$ cat src/rtl/baud_pkg.sv
// Package: shared widths, the setting record and the divisor decode.
// Assumes: N and K share one field width; the select field picks a power-of-four step.
package baud_pkg;

    localparam int unsigned NF_W  = 4;
    localparam int unsigned SEL_W = 2;

    typedef struct packed {
        logic             uart;
        logic             frac;
        logic [SEL_W-1:0] sel;
        logic [NF_W-1:0]  n;
        logic [NF_W-1:0]  k;
    } baud_cfg_t;

    // Turn the N field into its divisor value; an all-zero field means the top value.
    function automatic logic [NF_W:0] n_value(input logic [NF_W-1:0] f);
        n_value = (f == '0) ? {1'b1, {NF_W{1'b0}}} : {1'b0, f};
    endfunction

endpackage

$ cat src/rtl/baud_cfg_ctl.sv
// Module: setting control. Checks the live setting for legality each cycle,
// keeps the active setting that the counters use, and keeps the sticky error.
// Assumes: wrap marks the last cycle of an output period.
module baud_cfg_ctl
    import baud_pkg::*;
(
    input  logic      clk,
    input  logic      rst_n,
    input  logic      run_en,
    input  logic      dbuf_en,
    input  baud_cfg_t live_cfg,
    input  logic      wrap,
    output baud_cfg_t used_cfg,
    output logic      hold,
    output logic      bad,
    output logic      cfg_err
);

    localparam logic [NF_W:0] N_TOP = {1'b1, {NF_W{1'b0}}};
    localparam logic [NF_W:0] N_TWO = (NF_W+1)'(2);
    localparam logic [NF_W:0] N_ONE = (NF_W+1)'(1);

    logic [NF_W:0] nv;
    baud_cfg_t     act_q;
    logic          fresh_q;

    // Legality of the live setting for its own mode.
    always_comb begin
        nv = n_value(live_cfg.n);
        if (live_cfg.uart && live_cfg.frac)
            bad = (nv < N_TWO) || (nv == N_TOP) || (live_cfg.k == '0);
        else if (!live_cfg.uart)
            bad = (nv == N_ONE) && !dbuf_en;
        else
            bad = 1'b0;
    end

    assign hold     = !run_en || bad;
    assign used_cfg = fresh_q ? live_cfg : act_q;

    // Track whether the counters sit at a fresh start.
    always_ff @(posedge clk) begin
        if (!rst_n)    fresh_q <= 1'b1;
        else if (hold) fresh_q <= 1'b1;
        else           fresh_q <= 1'b0;
    end

    // Capture the live setting at a start or a period boundary.
    always_ff @(posedge clk) begin
        if (!rst_n)                       act_q <= '0;
        else if (hold || fresh_q || wrap) act_q <= live_cfg;
    end

    // Sticky error: set by an illegal run, cleared only by stopping.
    always_ff @(posedge clk) begin
        if (!rst_n)      cfg_err <= 1'b0;
        else if (!run_en) cfg_err <= 1'b0;
        else if (bad)    cfg_err <= 1'b1;
    end

    a_r8_err_sticky: assert property (@(posedge clk) disable iff (!rst_n)
        (run_en && cfg_err) |=> cfg_err);
    a_r8_err_cause: assert property (@(posedge clk) disable iff (!rst_n)
        $rose(cfg_err) |-> $past(bad && run_en));
    a_r8_err_clear: assert property (@(posedge clk) disable iff (!rst_n)
        !run_en |=> !cfg_err);

endmodule

$ cat src/rtl/baud_presc.sv
// Module: input-rate select. Counts prescaler ticks and emits one divider tick
// per 2, 8, 32 or 128 of them, chosen by sel.
// Assumes: clear is raised at every start and every period boundary.
module baud_presc #(
    parameter int unsigned SEL_W = baud_pkg::SEL_W
) (
    input  logic             clk,
    input  logic             rst_n,
    input  logic             clear,
    input  logic             pre_tick,
    input  logic [SEL_W-1:0] sel,
    output logic             src_tick
);

    localparam int unsigned N_TAPS = 1 << SEL_W;
    localparam int unsigned CNT_W  = 2 * N_TAPS - 1;

    logic [CNT_W-1:0]  cnt_q;
    logic [N_TAPS-1:0] term;

    // One terminal-count detector per select value.
    for (genvar s = 0; s < N_TAPS; s++) begin : g_tap
        assign term[s] = &cnt_q[2*s:0];
    end

    assign src_tick = pre_tick & term[sel];

    // Prescaler tick counter, restarted at each start and boundary.
    always_ff @(posedge clk) begin
        if (!rst_n)        cnt_q <= '0;
        else if (clear)    cnt_q <= '0;
        else if (pre_tick) cnt_q <= cnt_q + CNT_W'(1);
    end

    a_r1_tick_gap: assert property (@(posedge clk) disable iff (!rst_n)
        src_tick |=> !src_tick);

endmodule

$ cat src/rtl/baud_frac_div.sv
// Module: period counter with fractional stretch. Counts divider ticks up to
// N (or N+1 after a phase carry) and registers one pulse per period.
// Assumes: n_field, k_field and frac_on change only at wrap or while hold is high.
module baud_frac_div
    import baud_pkg::*;
(
    input  logic            clk,
    input  logic            rst_n,
    input  logic            hold,
    input  logic            src_tick,
    input  logic [NF_W-1:0] n_field,
    input  logic [NF_W-1:0] k_field,
    input  logic            frac_on,
    output logic            wrap,
    output logic            pulse
);

    localparam int unsigned CW = NF_W + 1;

    logic [CW-1:0]   cnt_q;
    logic [CW-1:0]   len;
    logic [NF_W-1:0] acc_q;
    logic            extra_q;
    logic [NF_W-1:0] stepk;
    logic [NF_W:0]   sum;

    assign len   = n_value(n_field) + {{NF_W{1'b0}}, frac_on & extra_q};
    assign wrap  = !hold && src_tick && ((cnt_q + CW'(1)) == len);
    assign stepk = '0 - k_field;
    assign sum   = {1'b0, acc_q} + {1'b0, stepk};

    // Count divider ticks within the period.
    always_ff @(posedge clk) begin
        if (!rst_n)        cnt_q <= '0;
        else if (hold)     cnt_q <= '0;
        else if (wrap)     cnt_q <= '0;
        else if (src_tick) cnt_q <= cnt_q + CW'(1);
    end

    // Advance the phase at each boundary; a carry stretches the next period.
    always_ff @(posedge clk) begin
        if (!rst_n || hold) begin
            acc_q   <= '0;
            extra_q <= 1'b0;
        end else if (wrap && frac_on) begin
            acc_q   <= sum[NF_W-1:0];
            extra_q <= sum[NF_W];
        end else if (wrap) begin
            acc_q   <= '0;
            extra_q <= 1'b0;
        end
    end

    // Register the enable pulse.
    always_ff @(posedge clk) begin
        if (!rst_n) pulse <= 1'b0;
        else        pulse <= wrap;
    end

    a_r11_pulse_width: assert property (@(posedge clk) disable iff (!rst_n)
        pulse |=> !pulse);
    a_r10_hold_silent: assert property (@(posedge clk) disable iff (!rst_n)
        hold |=> !pulse);
    a_r2_cnt_below_len: assert property (@(posedge clk) disable iff (!rst_n)
        cnt_q < len);
    a_r6_stretch_only_frac: assert property (@(posedge clk) disable iff (!rst_n)
        (wrap && !frac_on) |=> !extra_q);

endmodule

$ cat src/rtl/frac_baud_gen.sv
// Module: top of the transfer-rate generator. Joins setting control, input-rate
// select and the period counter; the output is a one-cycle enable pulse.
// Assumes: pre_tick is one system clock wide; rst_n is synchronous.
module frac_baud_gen
    import baud_pkg::*;
(
    input  logic             clk,
    input  logic             rst_n,
    input  logic             run_en,
    input  logic             pre_tick,
    input  logic             uart_mode,
    input  logic             frac_en,
    input  logic             dbuf_en,
    input  logic [SEL_W-1:0] src_sel,
    input  logic [NF_W-1:0]  div_n,
    input  logic [NF_W-1:0]  frac_k,
    output logic             baud_pulse,
    output logic             cfg_err
);

    baud_cfg_t live_cfg;
    baud_cfg_t used_cfg;
    logic      hold;
    logic      bad;
    logic      wrap;
    logic      src_tick;

    assign live_cfg = '{uart: uart_mode, frac: frac_en, sel: src_sel, n: div_n, k: frac_k};

    baud_cfg_ctl u_cfg (
        .clk      (clk),
        .rst_n    (rst_n),
        .run_en   (run_en),
        .dbuf_en  (dbuf_en),
        .live_cfg (live_cfg),
        .wrap     (wrap),
        .used_cfg (used_cfg),
        .hold     (hold),
        .bad      (bad),
        .cfg_err  (cfg_err)
    );

    baud_presc #(.SEL_W(SEL_W)) u_presc (
        .clk      (clk),
        .rst_n    (rst_n),
        .clear    (hold || wrap),
        .pre_tick (pre_tick),
        .sel      (used_cfg.sel),
        .src_tick (src_tick)
    );

    baud_frac_div u_div (
        .clk      (clk),
        .rst_n    (rst_n),
        .hold     (hold),
        .src_tick (src_tick),
        .n_field  (used_cfg.n),
        .k_field  (used_cfg.k),
        .frac_on  (used_cfg.uart && used_cfg.frac),
        .wrap     (wrap),
        .pulse    (baud_pulse)
    );

    a_r8_bad_silent: assert property (@(posedge clk) disable iff (!rst_n)
        bad |=> !baud_pulse);
    a_r10_idle_silent: assert property (@(posedge clk) disable iff (!rst_n)
        !run_en |=> !baud_pulse);

endmodule

$ cat config.mk
export PLATFORM = sky130hd
export DESIGN_NAME = frac_baud_gen
export DESIGN_NICKNAME = d
export VERILOG_FILES = /design/src/rtl/baud_pkg.sv /design/src/rtl/baud_cfg_ctl.sv /design/src/rtl/baud_presc.sv /design/src/rtl/baud_frac_div.sv /design/src/rtl/frac_baud_gen.sv
export SDC_FILE = /design/constraint.sdc
export NUM_CORES = 1
export LEC_CHECK = 0
export BUFFER_PORTS_ARGS = -buffer_cell sky130_fd_sc_hd__buf_2
export CORE_MARGIN = 2
export CORE_UTILIZATION = 25
export CTS_CLUSTER_DIAMETER = 200
export CTS_CLUSTER_SIZE = 8
export DETAILED_ROUTE_END_ITERATION = 7
export HOLD_SLACK_MARGIN = 0.06
export PLACE_DENSITY = 0.45
export SETUP_SLACK_MARGIN = 0.1
export SLEW_MARGIN = 15
export SYNTH_ARGS = -nofsm -noshare
export SYNTH_HDL_FRONTEND = slang
export SYNTH_HIERARCHICAL = 1
export SYNTH_SLANG_ARGS = --single-unit
$ cat constraint.sdc
create_clock -name clk -period 10.15 [get_ports clk]
set_input_delay 0.5075 -clock clk [delete_from_list [all_inputs] [get_ports clk]]
set_output_delay 0.5075 -clock clk [all_outputs]
set_load 0.1 [all_outputs]
==> impl_metrics.csv, run 1 <==
group,metric,value,unit
synthesis,ys_seq_area_share,33.0,%
synthesis,yosys_warnings,6,
detailed_routing,routed_wl,4100,um
run_status,status,"finished clean",
critical_path,path_class,"flip-flop to flip-flop",
clocking,cts_resized,0,
sta,slew_violations,0,
synthesis,avgSynthCellArea,9.24,um2
clocking,cts_buffer_depth,2,
clocking,cts_tree,"built",
floorplan,die_x,92.1,um
critical_path,critical_path_required,10360,ps
clocking,path_clk_slew,60,ps
global_routing,grt_start_max_net_pins,31,
power,p_clk_share,38.3,%
synthesis,synthArstFlopShare,0,%
finish,fin_util,28.9,%
clocking,cts_sinks,32,
detailed_routing,drt_first_pass_iters,4,
critical_path,crit_chain,"mux2_2 -> and2_1 -> and2_1 -> ha_1 -> ha_1 -> nand3_1 -> o41ai_1 -> xnor2_1 -> nor2_4 -> nor2_1 -> nand2_1 -> a21oi_2 -> mux2i_1",
clocking,postCtsHoldBufs,0,
synthesis,synth_area,0.00194,mm2
power,p_leak,0.899,nW
power,peakVddDrop,0.0416,mV
finish,layout-drive-gt1-share,19.6,%
floorplan,io_pins,19,
power,power_density,127,mW/mm2
sta,finalSetupViolCount,0,
critical_path,cp_num_buf_inv,0,
detailed_routing,wl_per_cell,12.6,um
floorplan,start_util,25.5,%
global_routing,grt_usage,10.6,%
sta,finalSetupTns,0,ps
finish,final_cell_mix,"32 x nand2_1, 32 x dfxtp_1, 18 x buf_2",
power,comb_power_share,14.1,%
global_routing,grt_pass1_wl,7000,um
hold_path,hold_class,"input port to flip-flop",
clocking,clkLatencyLatePin,280,ps
power,p_int,0.000208,W
critical_path,end_kind,"flip-flop",
synthesis,synth-edff-count,0,
power,switching_share,25.3,%
critical_path,crit_path_max_fanout,13,
synthesis,syn_nets,239,
power,seqPwrFrac,47.6,%
floorplan,die-area,0.00848,mm2
critical_path,critPathLaunchType,"flip-flop",
detailed_routing,drc,0,
sta,worstMarginPinSlew,924,ps
flow_run,maxCapViolations,0,
synthesis,synth_seq_cells,32,
detailed_routing,wl_met2,1830,um
finish,area_delta_synth_final,13.2,%
clocking,htree_levels,2,
global_routing,grt_overflow,0,
critical_path,arrival,4050,ps
sta,relSlewSlack,38.4,%
finish,layout.cells.non_filler,327,
critical_path,cp_slowest_stage_delay,670,ps
place,place_congestion,0.738,
sta,final.setup_skew,4.21,ps
sta,timing.fmax,260,MHz
floorplan,die_h,92.1,um
finish,nNetsFinal,254,
sta,hold_violations,0,
place,dp_hpwl,3130,um
critical_path,crit_family,"simple AND/OR/NAND/NOR gates",
clocking,cts_buffers,5,
clocking,post_cts_buffers,0,
clocking,cts_root_buf,"clkbuf_8",
place,io_buffers,18,
detailed_routing,first_iter_violations,44,
detailed_routing,met3_length,139,um
global_routing,grt_pass1_vias,1485,
detailed_routing,vias_per_cell,4.49,
sta,fin_crit,3840,ps
detailed_routing,num_vias,1468,
power,p_sw,0.0000706,W
synthesis,synthCells,210,
place,dp_cells,320,
detailed_routing,ant_nets,0,
synthesis,synth.distinct_cells,41,
detailed_routing,wl_met1,2050,um
floorplan,row_count,32,
sta,rsz0062_at_grt,"false",
finish,antenna_cells,0,
global_routing,antenna_found_initial,0,
synthesis,synth-main-ff-cell,"dfxtp_1",
floorplan,coreArea,0.00761,mm2
sta,min_period_over_period,37.8,%
critical_path,slowest_stage,"dfxtp_1",
detailed_routing,routed.top_layer,"met4",
## cell families after synthesis
kind of cell    count (synthesis)  share of synthesized area [%]
simple gates                   75                           20.1
flops                          32                           33.0
mux                            30                           16.3
compound gates                 22                           7.93
xor+xnor                       20                           9.74
buf+inv                        19                           4.77
fa+ha+maj                      12                           8.12
## cell usage after synthesis (all sizes together) (2+ instances only)
cell type / count / area share [%]
a21oi: 7 / 2.0
and2: 2 / 0.64
and3: 2 / 0.64
buf: 4 / 1.5
clkbuf: 5 / 0.97
dfxtp: 32 / 33
ha: 11 / 7.1
inv: 9 / 1.7
mux2: 13 / 7.5
mux2i: 17 / 8.8
nand2: 32 / 6.2
nand2b: 3 / 0.97
nand3: 8 / 2.3
nand4: 5 / 2.4
nor2: 7 / 1.7
nor2b: 2 / 0.64
nor3: 8 / 2.1
o211a: 2 / 1.0
o21ai: 6 / 1.5
or3: 3 / 1.2
xnor2: 10 / 4.5
xor2: 9 / 4.1
## per-stage QoR
stage	hold slack [ps]	worst slack (ps)	instance area [um2]	total power (W)
2_1_floorplan	436	6840	1940	0.000165
3_3_place_gp	443	6420	2100	0.000175
3_5_place_dp	455	6310	2100	0.000175
4_1_cts	434	6280	2200	0.000285
5_1_grt	448	6020	2200	0.000295
6_report	438	6310	2200	0.000279
## power groups by stage
stage / logic [W] / registers, W / clock network [W]
2_1_floorplan: 0.0000305 / 0.000135 / 0
3_3_place_gp: 0.0000391 / 0.000136 / 0
3_5_place_dp: 0.0000399 / 0.000136 / 0
4_1_cts: 0.0000401 / 0.000133 / 0.000112
5_1_grt: 0.0000444 / 0.000133 / 0.000117
6_report: 0.0000393 / 0.000133 / 0.000107
## flip-flops by register name, indices dropped and copies added, names as in the netlist
signal,count
u_div/pulse,1
u_cfg/cfg_err,1
u_div/cnt_q,5
u_presc/cnt_q,7
u_div/acc_q,4
u_div/extra_q,1
u_cfg/fresh_q,1
u_cfg/act_q,12
## final timing paths
path | startpoint | end | slack [ps] | cells after the start
setup / recovery | u_cfg/fresh_q | u_cfg/act_q[8] | 6310 | 13
hold / removal | run_en | u_cfg/fresh_q | 440 | 2
setup reg to reg | u_cfg/fresh_q | u_cfg/act_q[8] | 6310 | 13
hold reg to reg | u_cfg/act_q[9] | u_cfg/act_q[9] | 460 | 2
## cell type report
| type | instances | area (um2) |
|---|---|---|
| fillers | 841 | 5410 |
| multi-input cells | 159 | 1210 |
| flip-flops and latches | 32 | 641 |
| well taps | 102 | 128 |
| clock buffers | 7 | 96.3 |
| repair buffers | 18 | 90.1 |
| inverters | 9 | 33.8 |
## layer usage
metal / vias to the layer above / global-route usage [%]
li1: 760 / -
met1: 684 / 13.5
met3: 7 / 2.88
met4: 0 / 4.48
met5: - / 0
met2: 17 / 16.8
(Power assumes the default switching activity.)
==> run 2, diff against run 1 <==
- clock period: 10.15 -> 3.6 ns (I/O delays scaled with it)
==> run 2 against run 1 <==
Compared with the run above:
- critical path depth unchanged
- non-clock buffer count increased by 3
- combinational power rose to 2.9 times the previous value
- clock-buffer cell count did not move
- fmax increased by 23%
- worst hold slack worse by 300 ps
- cell count grew 0.92%
- power grew to 2.8 times the previous value
- sequential share of layout area shrank 0.30 points
- final area increased by 1.0%
- sequential power increased to 2.8 times the previous value
==> impl_metrics.csv, run 2 (same netlist as run 1, synthesis figures left out) <==
group,metric,value,unit
clocking,htree_levels,2,
critical_path,critical_path_required,3810,ps
detailed_routing,ant_nets,0,
hold_path,holdPathStages,2,
critical_path,slowest_stage,"xnor2_1",
place,dp_hpwl,3060,um
global_routing,grt_start_max_net_pins,31,
finish,nNetsFinal,257,
finish,antenna_cells,0,
sta,worst_slack,487,ps
critical_path,path_class,"flip-flop to flip-flop",
critical_path,cp_slowest_stage_delay,390,ps
sta,fin_crit,3110,ps
sta,worstMarginPinSlew,684,ps
critical_path,crit_family,"simple AND/OR/NAND/NOR gates",
clocking,clkLatencyLatePin,280,ps
critical_path,rr_worst_depth,13,
place,io_buffers,18,
power,power_density,353,mW/mm2
power,peakVddDrop,0.101,mV
clocking,cts_buffer_depth,2,
finish,fin_util,29.2,%
clocking,cts_root_buf,"clkbuf_8",
floorplan,die-area,0.00848,mm2
sta,finalSetupViolCount,0,
detailed_routing,vias_per_cell,4.36,
critical_path,crit_chain,"mux2_2 -> and2_1 -> and2_1 -> ha_1 -> ha_1 -> nand3_1 -> o41ai_1 -> xnor2_1 -> nor2_4 -> buf_4 -> or2_1 -> nand2b_1 -> a21oi_1",
detailed_routing,routed_wl,3980,um
finish,layout-drive-gt1-share,20.6,%
floorplan,io_pins,19,
place,place_ws,455,ps
floorplan,start_util,25.5,%
finish,area_delta_synth_final,14.3,%
critical_path,arrival,3330,ps
global_routing,grt_overflow,0,
finish,final_cell_mix,"32 x nand2_1, 32 x dfxtp_1, 18 x buf_2",
finish,fillCellCount,817,
clocking,cts_sinks,32,
detailed_routing,drc,0,
floorplan,row_count,32,
sta,relSlewSlack,53.8,%
finish,largest_register_ffs,12,
flow_run,maxCapViolations,0,
critical_path,worst-path-stages,13,
clocking,postCtsHoldBufs,0,
hold_path,hold_class,"input port to flip-flop",
sta,hold_violations,0,
finish,regMostFlops,"u_cfg/act_q",
run_status,status,"finished clean",
sta,rsz0062_at_grt,"false",
critical_path,end_kind,"flip-flop",
sta,final.setup_skew,3.63,ps
finish,multi_input_area,0.00121,mm2
clocking,post_cts_buffers,0,
finish,largestRegisters,"u_cfg/act_q x12, u_presc/cnt_q x7, u_div/cnt_q x5",
detailed_routing,drt_first_pass_iters,4,
floorplan,coreArea,0.00761,mm2
global_routing,antenna_found_initial,0,
detailed_routing,wl_per_cell,12.1,um
global_routing,grt_usage,10.4,%
critical_path,critPathLaunchType,"flip-flop",
sta,timing.fmax,321,MHz
detailed_routing,num_vias,1440,
finish,regArea,641,um2
critical_path,crit_path_max_fanout,8,
clocking,cts_resized,0,
detailed_routing,first_iter_violations,68,
power,p_leak,0.915,nW
global_routing,grt_pass1_vias,1428,
sta,min_period_over_period,86.5,%
floorplan,die_x,92.1,um
floorplan,die_h,92.1,um
power,total_power,0.000784,W
clocking,path_clk_slew,70,ps
clocking,cts_tree,"built",
sta,finalSetupTns,0,ps
place,place_congestion,0.770,
critical_path,cp_num_buf_inv,1,
clocking,cts_buffers,5,
global_routing,grt_pass1_wl,6890,um
sta,slew_violations,0,
run 2: changes by cell type in the layout (fill, tap and decap cells not counted), sizes merged:
cell / before / now
buf: 18 / 21
run 2: path summary, 6_finish.rpt:
check                 start          endpoint  slack [ps]
max reg2reg   u_cfg/fresh_q  u_presc/cnt_q[5]         490
min                  run_en     u_cfg/fresh_q         130
max           u_cfg/fresh_q  u_presc/cnt_q[5]         490
min reg2reg  u_cfg/act_q[9]    u_cfg/act_q[9]         460
run 2: where the power goes:
part	switching, W	internal (W)	leakage (nW)	total, W
clock network	0.000129	0.000170	0.0503	0.000299
registers	0.00000637	0.000365	0.261	0.000371
logic	0.0000615	0.0000521	0.603	0.000114
run 2: through the flow:
step | hold WS, ps | cell area (um2) | cells
floorplan | 252 | 1940 | 210
global placement | 424 | 2120 | 323
detailed placement | 431 | 2120 | 323
global route | 145 | 2220 | 330
finish | 135 | 2220 | 330
CTS | 132 | 2220 | 330
run 2: metal layers:
| layer | up-vias | part of all wire (%) | global-route usage (%) |
|---|---|---|---|
| met5 | - | 0 | 0 |
| met4 | 0 | 2.2 | 5.22 |
| met3 | 6 | 3.9 | 2.79 |
| met2 | 19 | 44 | 15.7 |
| met1 | 654 | 50 | 13.5 |
| li1 | 761 | - | - |
run 2: layout make-up:
class / count / area share, %
well taps: 102 / 5.75
repair buffers: 21 / 5.08
multi-input cells: 159 / 54.4
clock buffers: 7 / 4.34
flip-flops and latches: 32 / 28.9
inverters: 9 / 1.52
